==> config.mk <==
export PLATFORM = sky130hd
export DESIGN_NAME = sha512_dual_round
export DESIGN_NICKNAME = d
export VERILOG_FILES = /design/src/rtl/sha512r_pkg.sv /design/src/rtl/sha512r_round.sv /design/src/rtl/sha512r_ctrl.sv /design/src/rtl/sha512r_datapath.sv /design/src/rtl/sha512_dual_round.sv
export SDC_FILE = /design/constraint.sdc
export NUM_CORES = 2
export LEC_CHECK = 0
export BUFFER_PORTS_ARGS = -buffer_cell sky130_fd_sc_hd__buf_2
export CAP_MARGIN = 25
export CORE_AREA = 8 8 341 343
export CTS_CLUSTER_DIAMETER = 60
export DETAILED_ROUTE_END_ITERATION = 8
export DIE_AREA = 0 0 349 351
export HOLD_SLACK_MARGIN = 0.03
export PLACE_DENSITY_LB_ADDON = 0.2
export SLEW_MARGIN = 40
export SYNTH_ARGS = -nofsm -noshare
export SYNTH_HDL_FRONTEND = slang
export SYNTH_SLANG_ARGS = --single-unit
==> constraint.sdc <==
create_clock -name clk -period 15.66 [get_ports clk]
set_clock_uncertainty 0.15 [all_clocks]
set_input_delay 3.132 -clock clk [delete_from_list [all_inputs] [get_ports clk]]
set_output_delay 3.132 -clock clk [all_outputs]
set_load 0.02 [all_outputs]
==> src/rtl/sha512r_pkg.sv <==
package sha512r_pkg;

  localparam int WORD_W  = 64;
  localparam int LANES   = 4;
  localparam int VEC_W   = WORD_W * LANES;
  localparam int ROUNDS  = 2;
  localparam int WK_W    = WORD_W * ROUNDS;
  localparam int RIDX_W  = (ROUNDS > 1) ? $clog2(ROUNDS) : 1;

  // Lane positions shared by unpacking and repacking
  localparam int LANE_A = 3;
  localparam int LANE_B = 2;
  localparam int LANE_E = 1;
  localparam int LANE_F = 0;
  localparam int LANE_C = 3;
  localparam int LANE_D = 2;
  localparam int LANE_G = 1;
  localparam int LANE_H = 0;

  typedef logic [WORD_W-1:0] word_t;

  typedef struct packed {
    word_t a;
    word_t b;
    word_t c;
    word_t d;
    word_t e;
    word_t f;
    word_t g;
    word_t h;
  } wstate_t;

  // Strobes from control to datapath
  typedef struct packed {
    logic              load;
    logic              step;
    logic [RIDX_W-1:0] wkSel;
  } strobes_t;

  typedef enum logic [1:0] {
    ST_IDLE = 2'd0,
    ST_RUN  = 2'd1,
    ST_FIN  = 2'd2
  } phase_t;

  function automatic word_t rotr(input word_t x, input int n);
    return (x >> n) | (x << (WORD_W - n));
  endfunction

  function automatic word_t sigmaA(input word_t x);
    return rotr(x, 28) ^ rotr(x, 34) ^ rotr(x, 39);
  endfunction

  function automatic word_t sigmaE(input word_t x);
    return rotr(x, 14) ^ rotr(x, 18) ^ rotr(x, 41);
  endfunction

  function automatic word_t chooseFn(input word_t e, input word_t f, input word_t g);
    return (e & f) ^ (~e & g);
  endfunction

  function automatic word_t majFn(input word_t a, input word_t b, input word_t c);
    return (a & b) ^ (a & c) ^ (b & c);
  endfunction

endpackage

==> src/rtl/sha512r_round.sv <==
module sha512r_round
  import sha512r_pkg::*;
(
  input  wstate_t curState,
  input  word_t   wkWord,
  output wstate_t nextState
);

  word_t chVal;
  word_t majVal;
  word_t sigA;
  word_t sigE;
  word_t t1;

  always_comb begin
    chVal  = chooseFn(curState.e, curState.f, curState.g);
    majVal = majFn(curState.a, curState.b, curState.c);
    sigA   = sigmaA(curState.a);
    sigE   = sigmaE(curState.e);
    // Sums wrap naturally at WORD_W bits
    t1     = chVal + sigE + wkWord + curState.h;

    nextState.a = t1 + majVal + sigA;
    nextState.b = curState.a;
    nextState.c = curState.b;
    nextState.d = curState.c;
    nextState.e = t1 + curState.d;
    nextState.f = curState.e;
    nextState.g = curState.f;
    nextState.h = curState.g;
  end

endmodule

==> src/rtl/sha512r_ctrl.sv <==
module sha512r_ctrl
  import sha512r_pkg::*;
(
  input  logic     clk,
  input  logic     rst,
  input  logic     start,
  output strobes_t strb,
  output logic     busy,
  output logic     done
);

  phase_t            phaseQ;
  logic [RIDX_W-1:0] roundQ;
  logic              lastRound;

  assign lastRound = (roundQ == RIDX_W'(ROUNDS - 1));

  always_ff @(posedge clk) begin
    if (rst) begin
      phaseQ <= ST_IDLE;
      roundQ <= '0;
    end else begin
      unique case (phaseQ)
        ST_IDLE: begin
          if (start) begin
            phaseQ <= ST_RUN;
            roundQ <= '0;
          end
        end
        ST_RUN: begin
          if (lastRound) begin
            phaseQ <= ST_FIN;
            roundQ <= '0;
          end else begin
            roundQ <= roundQ + 1'b1;
          end
        end
        ST_FIN:  phaseQ <= ST_IDLE;
        default: phaseQ <= ST_IDLE;
      endcase
    end
  end

  always_comb begin
    strb.load  = (phaseQ == ST_IDLE) && start;
    strb.step  = (phaseQ == ST_RUN);
    strb.wkSel = roundQ;
  end

  assign busy = (phaseQ != ST_IDLE);
  assign done = (phaseQ == ST_FIN);

  AST_DONE_SINGLE: assert property (@(posedge clk) disable iff (rst)
    done |=> !done);
  AST_DONE_LATENCY: assert property (@(posedge clk) disable iff (rst)
    done |-> $past(start && !busy, 3));
  AST_ACCEPT_BUSY: assert property (@(posedge clk) disable iff (rst)
    (start && !busy) |=> busy);
  AST_LOAD_IDLE_ONLY: assert property (@(posedge clk) disable iff (rst)
    strb.load |-> !busy && !strb.step);
  AST_RESET_IDLE: assert property (@(posedge clk)
    rst |=> (!busy && !done));

endmodule

==> src/rtl/sha512r_datapath.sv <==
module sha512r_datapath
  import sha512r_pkg::*;
(
  input  logic               clk,
  input  logic               rst,
  input  strobes_t           strb,
  input  logic [VEC_W-1:0]   srcLo,
  input  logic [VEC_W-1:0]   srcHi,
  input  logic [WK_W-1:0]    wkPair,
  output logic [VEC_W-1:0]   result
);

  word_t loLane [LANES];
  word_t hiLane [LANES];

  for (genvar k = 0; k < LANES; k++) begin : g_lane
    assign loLane[k] = srcLo[k*WORD_W +: WORD_W];
    assign hiLane[k] = srcHi[k*WORD_W +: WORD_W];
  end

  wstate_t                        stateQ;
  logic [ROUNDS-1:0][WORD_W-1:0]  wkQ;
  wstate_t                        unpacked;
  wstate_t                        stepped;
  word_t                          wkWord;

  always_comb begin
    unpacked.a = hiLane[LANE_A];
    unpacked.b = hiLane[LANE_B];
    unpacked.e = hiLane[LANE_E];
    unpacked.f = hiLane[LANE_F];
    unpacked.c = loLane[LANE_C];
    unpacked.d = loLane[LANE_D];
    unpacked.g = loLane[LANE_G];
    unpacked.h = loLane[LANE_H];
  end

  assign wkWord = wkQ[strb.wkSel];

  sha512r_round u_round (
    .curState  (stateQ),
    .wkWord    (wkWord),
    .nextState (stepped)
  );

  always_ff @(posedge clk) begin
    if (rst) begin
      stateQ <= '0;
      wkQ    <= '0;
    end else if (strb.load) begin
      stateQ <= unpacked;
      wkQ    <= wkPair;
    end else if (strb.step) begin
      stateQ <= stepped;
    end
  end

  always_comb begin
    result = '0;
    result[LANE_A*WORD_W +: WORD_W] = stateQ.a;
    result[LANE_B*WORD_W +: WORD_W] = stateQ.b;
    result[LANE_E*WORD_W +: WORD_W] = stateQ.e;
    result[LANE_F*WORD_W +: WORD_W] = stateQ.f;
  end

  AST_LOAD_MAP: assert property (@(posedge clk) disable iff (rst)
    strb.load |=> (stateQ.a == $past(srcHi[255:192]) && stateQ.h == $past(srcLo[63:0])
                   && stateQ.e == $past(srcHi[127:64]) && stateQ.c == $past(srcLo[255:192])));
  AST_ROUND_SHIFT: assert property (@(posedge clk) disable iff (rst)
    strb.step |=> (stateQ.b == $past(stateQ.a) && stateQ.c == $past(stateQ.b)
                   && stateQ.f == $past(stateQ.e) && stateQ.h == $past(stateQ.g)));
  AST_HOLD_IDLE: assert property (@(posedge clk) disable iff (rst)
    (!strb.load && !strb.step) |=> $stable(result));

endmodule

==> src/rtl/sha512_dual_round.sv <==
module sha512_dual_round
  import sha512r_pkg::*;
(
  input  logic               clk,
  input  logic               rst,
  input  logic               start,
  input  logic [VEC_W-1:0]   srcLo,
  input  logic [VEC_W-1:0]   srcHi,
  input  logic [WK_W-1:0]    wkPair,
  output logic               busy,
  output logic               done,
  output logic [VEC_W-1:0]   result
);

  strobes_t strb;

  sha512r_ctrl u_ctrl (
    .clk   (clk),
    .rst   (rst),
    .start (start),
    .strb  (strb),
    .busy  (busy),
    .done  (done)
  );

  sha512r_datapath u_dp (
    .clk    (clk),
    .rst    (rst),
    .strb   (strb),
    .srcLo  (srcLo),
    .srcHi  (srcHi),
    .wkPair (wkPair),
    .result (result)
  );

endmodule

# Yosys cells after proc, flatten, opt, wreduce, memory -nomap -nowiden
# Cells that the tools add are included.
[word_totals]
wordCells = 60
in_bits = 643
output_inout_bits = 258
register_bits = 643
[op_classes]
n_bitwise = 19
reduce_logical = 7
order_cmp = 1
n_eq_ne = 4
muxes = 10
add_sub_neg = 7
[op_table]
columns = ["operator", "n"]
rows = [
  ["512-bit two-way mux", 2],
  ["64-bit bitwise XOR", 7],
  ["64-bit adder", 6],
  ["64-bit bitwise AND", 5],
  ["64-bit two-way mux", 2],
  ["64-bit NOT", 1],
  ["23-bit by 64-bit bitwise OR with 64-bit output", 1],
  ["25-bit by 64-bit bitwise OR with 64-bit output", 1],
  ["30-bit by 64-bit bitwise OR with 64-bit output", 1],
  ["36-bit by 64-bit bitwise OR with 64-bit output", 1],
  ["46-bit by 64-bit bitwise OR with 64-bit output", 1],
  ["50-bit by 64-bit bitwise OR with 64-bit output", 1],
  ["2-bit nonzero test", 3],
  ["2-bit two-way mux", 2],
  ["2-bit case mux with 2 select lines", 1],
  ["2-bit AND reduction", 2],
  ["2-bit by 1-bit == test with 1-bit output, second input constant", 1],
  ["2-bit == test, second input constant", 1],
  ["2-bit zero test", 1],
  ["1-bit by 2-bit less-than comparator with 1-bit output, second input constant", 1],
  ["1-bit two-way mux", 2],
  ["2-bit by 1-bit inequality test with 1-bit output, second input constant", 1],
  ["2-bit inequality test, second input constant", 1],
  ["1-bit case mux with 2 select lines", 1],
  ["2 further kinds", 2],
]

# Longest topological paths before layout
[logic_depth]
depth_word = 10
depth_mapped = 34
ltp_nobuf = 32

# Cells and area by module
# Synthesis repeated with hierarchy kept, for this count alone.
[unflattened]
hier_cells = 5938
area_unflattened_um2 = 53831.6
[modules_own_cells]
columns = ["mod", "area_per_inst_um2", "cells_each", "seq_area_each_um2", "instances"]
rows = [
  ["sha512r_datapath", 31099.8, 3015, 12812.3, 1],
  ["sha512r_round", 22576.7, 2905, 0.0, 1],
  ["sha512r_ctrl", 155.1, 18, 60.1, 1],
]

# Worst setup path after synthesis
# No wires, ideal clock.
[synth_path]
kind = "reg2reg"
start = "register u_ctrl.roundQ, in the netlist u_ctrl.lastRound"
end = "register u_dp.stateQ, in the netlist u_dp.result[254]"
stages_incl_launch_ff = 34
path_buffers = 5
required_time_ns = 15.424
t_arrival_ns = 7.250
setup_ns = 0.086
setup_slack_ns = 8.174
synth_period_minus_slack_ns = 7.486
cell_sequence = "dfxtp_1 -> clkbuf_1 -> buf_1 -> buf_1 -> mux2i_1 -> fa_1 -> fa_1 -> inv_1 -> ha_1 -> clkbuf_1 -> nand4_1 -> a211o_1 -> a31oi_1 -> a221oi_2 -> a211oi_1 -> o211ai_2 -> o41ai_2 -> and2_1 -> a21oi_1 -> xor2_1 -> fa_1 -> inv_1 -> ha_1 -> clkbuf_1 -> a21o_1 -> a21oi_1 -> nor2b_1 -> o21ai_0 -> nand2b_1 -> a21o_1 -> a211oi_1 -> o31ai_1 -> xnor2_1 -> a221oi_2"
[synth_via]
elab_chain_len = 8
[synth_rtl]
columns = ["item", "line", "text"]
rows = [
  ["from (decl)", "sha512r_ctrl.sv:13", "logic [RIDX_W-1:0] roundQ;"],
  ["from (signal assigned)", "sha512r_ctrl.sv:35", "roundQ <= roundQ + 1'b1;"],
  ["64-bit two-way mux (implied by the code) (2 in series)", "sha512r_datapath.sv:38", "assign wkWord = wkQ[strb.wkSel];"],
  ["64-bit adder (2 in series)", "sha512r_round.sv:21", "t1 = chVal + sigE + wkWord + curState.h;"],
  ["64-bit adder (2 in series)", "sha512r_round.sv:23", "nextState.a = t1 + majVal + sigA;"],
  ["512-bit two-way mux", "sha512r_datapath.sv:53", "end else if (strb.step) begin"],
  ["512-bit two-way mux", "sha512r_datapath.sv:50", "end else if (strb.load) begin"],
  ["to (signal assigned)", "sha512r_datapath.sv:51", "stateQ <= unpacked;"],
  ["to (signal assigned)", "sha512r_datapath.sv:54", "stateQ <= stepped;"],
  ["to (decl)", "sha512r_datapath.sv:21", "wstate_t stateQ;"],
]
# No other way between the ends. The select of a mux whose other input is x is not followed.
# A chain may end at the register's enable or synchronous reset.

# Worst setup path in the final report
[layout_path]
start = "register u_dp.stateQ, in the netlist u_dp.result[83]"
end = "register u_dp.stateQ, in the netlist u_dp.result[227]"
[layout_via]
elab_chain_len = 10
word_cells_on_any_way = 15
classes_between = "add/sub: 5; mux: 2; bitwise: 8"
[layout_rtl]
columns = ["item", "line", "text"]
rows = [
  ["46-bit by 64-bit bitwise OR with 64-bit output (tied with other cells)", "sha512r_pkg.sv:47", "return (x >> n) | (x << (WORD_W - n));"],
  ["64-bit bitwise XOR or 64-bit bitwise AND (tied branches)", "sha512r_pkg.sv:55, sha512r_pkg.sv:59", ""],
  ["64-bit bitwise XOR, on equally long branches", "sha512r_pkg.sv:55, sha512r_pkg.sv:59", ""],
  ["64-bit adder * (3 in series)", "sha512r_round.sv:21", ""],
  ["64-bit adder * (2 in series)", "sha512r_round.sv:23", ""],
  ["512-bit two-way mux *", "sha512r_datapath.sv:53", ""],
  ["512-bit two-way mux *", "sha512r_datapath.sv:50", ""],
]
# Every way passes the cells marked *; elsewhere a longest branch is shown, timed or not. The select of a mux whose other input is x is not followed.

==> reports/results.txt <==
Period utilisation layout = 59.14%
Worst Tran Pin Value = 0.8989 ns
R2r worst-path depth = 27
TritonCTS clock tree = built
Worst Setup SP = u_dp.result[83]$_SDFFE_PP0P_
Die area = 122500 µm²
Max cap viols = 0
Ports = 901
Insertion delay to the later sink of the worst-skew pair = 0.69 ns
Clock-pin slew on the worst setup and hold paths = 0.06 ns
Cell mode on critical path = fa_1
Synth unique cells = 95
CTS Hold Buffers Added = 0
Row count = 123
Synthesized cell area = 47940 µm²
Vias in the first global route = 44640
Fin. max-slew vios = 0
Die width = 349 µm
Final setup TNS = 0 ns
CTS resizes = 0
Crit Reg-Reg Endpoint = u_dp.result[227]$_SDFFE_PP0P_
Largest net degree at the start of global routing = 192
Initial DRC Count = 5091
Area grow syn2layout = 13.21%
TritonRoute pass-1 iters = 6
Top FF cell, synth = dfxtp_1
Starting density of the core = 43.09%
# fillers = 11220
Mapped Cells = 6122
DR vias = 47180
Worst setup EP type = register
Total Routing Usage GR = 34.65%
Core ar. = 111300 µm²
Clock root buffer = clkbuf_16
Net count after synthesis = 7144
Relative slew slack = 39.99%
Crit-path slowest cell = dfxtp_1
H-tree depth = 3
Routed vias/inst = 5.888
Post CTS Setup Buffer Count = 0
Critical Path RT = 16.03 ns
Minimum clock period = 9.261 ns
Clock Tree Buf Depth = 3
Post-Syn Area per Cell = 7.831 µm²
Post-synth EDFFs = 0
Reg2reg start = u_dp.result[83]$_SDFFE_PP0P_
Crit start category = register
#FFs+latches synth = 643
Min-delay worst type = register to register
Peak per-stage delay on the critical path = 0.79 ns
Drt total wl = 224200 µm
Drt wl/cell = 27.99 µm
Antenna-violating nets left = 0
Final hold vios = 0
CP Capture Point = u_dp.result[227]$_SDFFE_PP0P_
Most common cell after layout, fill and taps aside = nand2_1
Fin nets = 7440
FF/Latch Area = 12880 µm²
Max Freq = 108.0 MHz
First-pass GRT wire length = 316700 µm
Most frequent cells in the layout = nand2_1, buf_2, dfxtp_1
Kind of critical path = register to register
Async SR Flop Fraction = 0%
Largest fanout on the critical path = 7
Setup slack, reg-to-reg = 6.40 ns
Port bufs = 900
Setup violations, final = 0
Initial antenna violation count = 35
Yosys warning count = 0
RSZ-0062 raised after global routing = false
DRC = 0
Seq/Total Area, Yosys = 26.85%
Die Ht = 351 µm
Status = complete, no violations
DP HPWL = 179100 µm
GP Congestion = 1.008
Multi-input logic area = 30270 µm²
# clock sinks = 643
GRT Residual Overflow = 0
WP data arrival = 9.63 ns
Layout cells sized above 1 = 18.51%
Num CTS Buffers = 85
-- per-layer routing --
metal / global-route usage, % / wire length [µm] / vias up
met5: 0 / 51 / -
met4: 12.33 / 8720 / 8
met3: 7.061 / 19110 / 381
met2: 55.72 / 101900 / 2200
met1: 46.10 / 94450 / 23130
li1: - / - / 21460
-- flip-flops by register name (all words and copies together), names as in the netlist --
register,flops
u_dp.result,256
u_dp.stateQ,256
u_dp.wkQ,128
u_ctrl.phaseQ,2
u_ctrl.lastRound,1
-- cell families after synthesis --
logic type / synth area share (%)
fa+ha+maj: 13.78
simple gates: 17.12
compound gates: 21.36
xor+xnor: 7.874
buf+inv: 10.22
flops: 26.85
mux: 2.800
-- Yosys cell counts, types with 34 or more instances --
cell      number  area (µm²)
buf_4        256        1922
ha_1         188        2352
xor2_1       148        1296
maj3_1        43       430.4
nor2_1       552        2072
fa_1         191        3824
a21o_1       167        1254
xnor2_1      283        2479
clkbuf_1     466        1749
a311oi_1     405        3547
dfxtp_1      643       12870
o21bai_1      34       255.2
nand3_1       46       230.2
a211oi_1      42       315.3
inv_1        261       979.7
nand2_1     1209        4538
o21ai_0      127       635.6
nor3_1        46       230.2
a21oi_1      414        2072
mux2i_1      124        1241
-- area by class of cell --
type	instances	area share [%]
sequential	643	23.72
antenna	24	0.1107
inverter	261	1.805
multi-input combinational	4448	55.78
tap	1500	3.458
timing repair buffer	979	9.756
clock inverter	45	0.9844
clock buffer	112	4.382
-- stage by stage --
step           hold WS (ns)  util, %  area, µm²  cells  worst slack [ns]
3_5_place_dp         0.2961    45.99      51170   7827             6.527
4_1_cts              0.3039    48.61      54090   7984             6.481
2_1_floorplan        0.2829        -      47940   6122             8.174
3_3_place_gp         0.2909    45.88      51050   7825             6.475
6_report             0.3032    48.78      54270   8012             6.399
5_1_grt              0.3212    48.75      54240   7999             5.903
-- worst max-delay path: cells and delay by family, from the launching register on --
family / cells / cell delay (ns)
AO/OA/AOI/OAI: 11 / 2.62
XOR/XNOR: 4 / 1.57
adder cells (fa/ha/maj): 6 / 2.71
buffers and inverters: 1 / 0.04
flip-flops: 1 / 0.79
AND/OR/NAND/NOR: 5 / 1.21
-- worst min path at each step --
stage	start	end	slack [ns]	cells past startpoint
2_1_floorplan	u_dp.wkQ[112]$_SDFFE_PP0P_	u_dp.wkQ[112]$_SDFFE_PP0P_	0.28	2
3_3_place_gp	u_dp.wkQ[114]$_SDFFE_PP0P_	u_dp.wkQ[114]$_SDFFE_PP0P_	0.29	2
3_5_place_dp	u_dp.wkQ[125]$_SDFFE_PP0P_	u_dp.wkQ[125]$_SDFFE_PP0P_	0.30	2
4_1_cts	u_dp.wkQ[125]$_SDFFE_PP0P_	u_dp.wkQ[125]$_SDFFE_PP0P_	0.30	2
5_1_grt	u_dp.wkQ[12]$_SDFFE_PP0P_	u_dp.wkQ[12]$_SDFFE_PP0P_	0.32	2
6_report	u_dp.wkQ[6]$_SDFFE_PP0P_	u_dp.wkQ[6]$_SDFFE_PP0P_	0.30	2
Power is left out: the tool's default activity adds up to more than one toggle a clock period on the data nets, which glitch-free logic cannot reach.
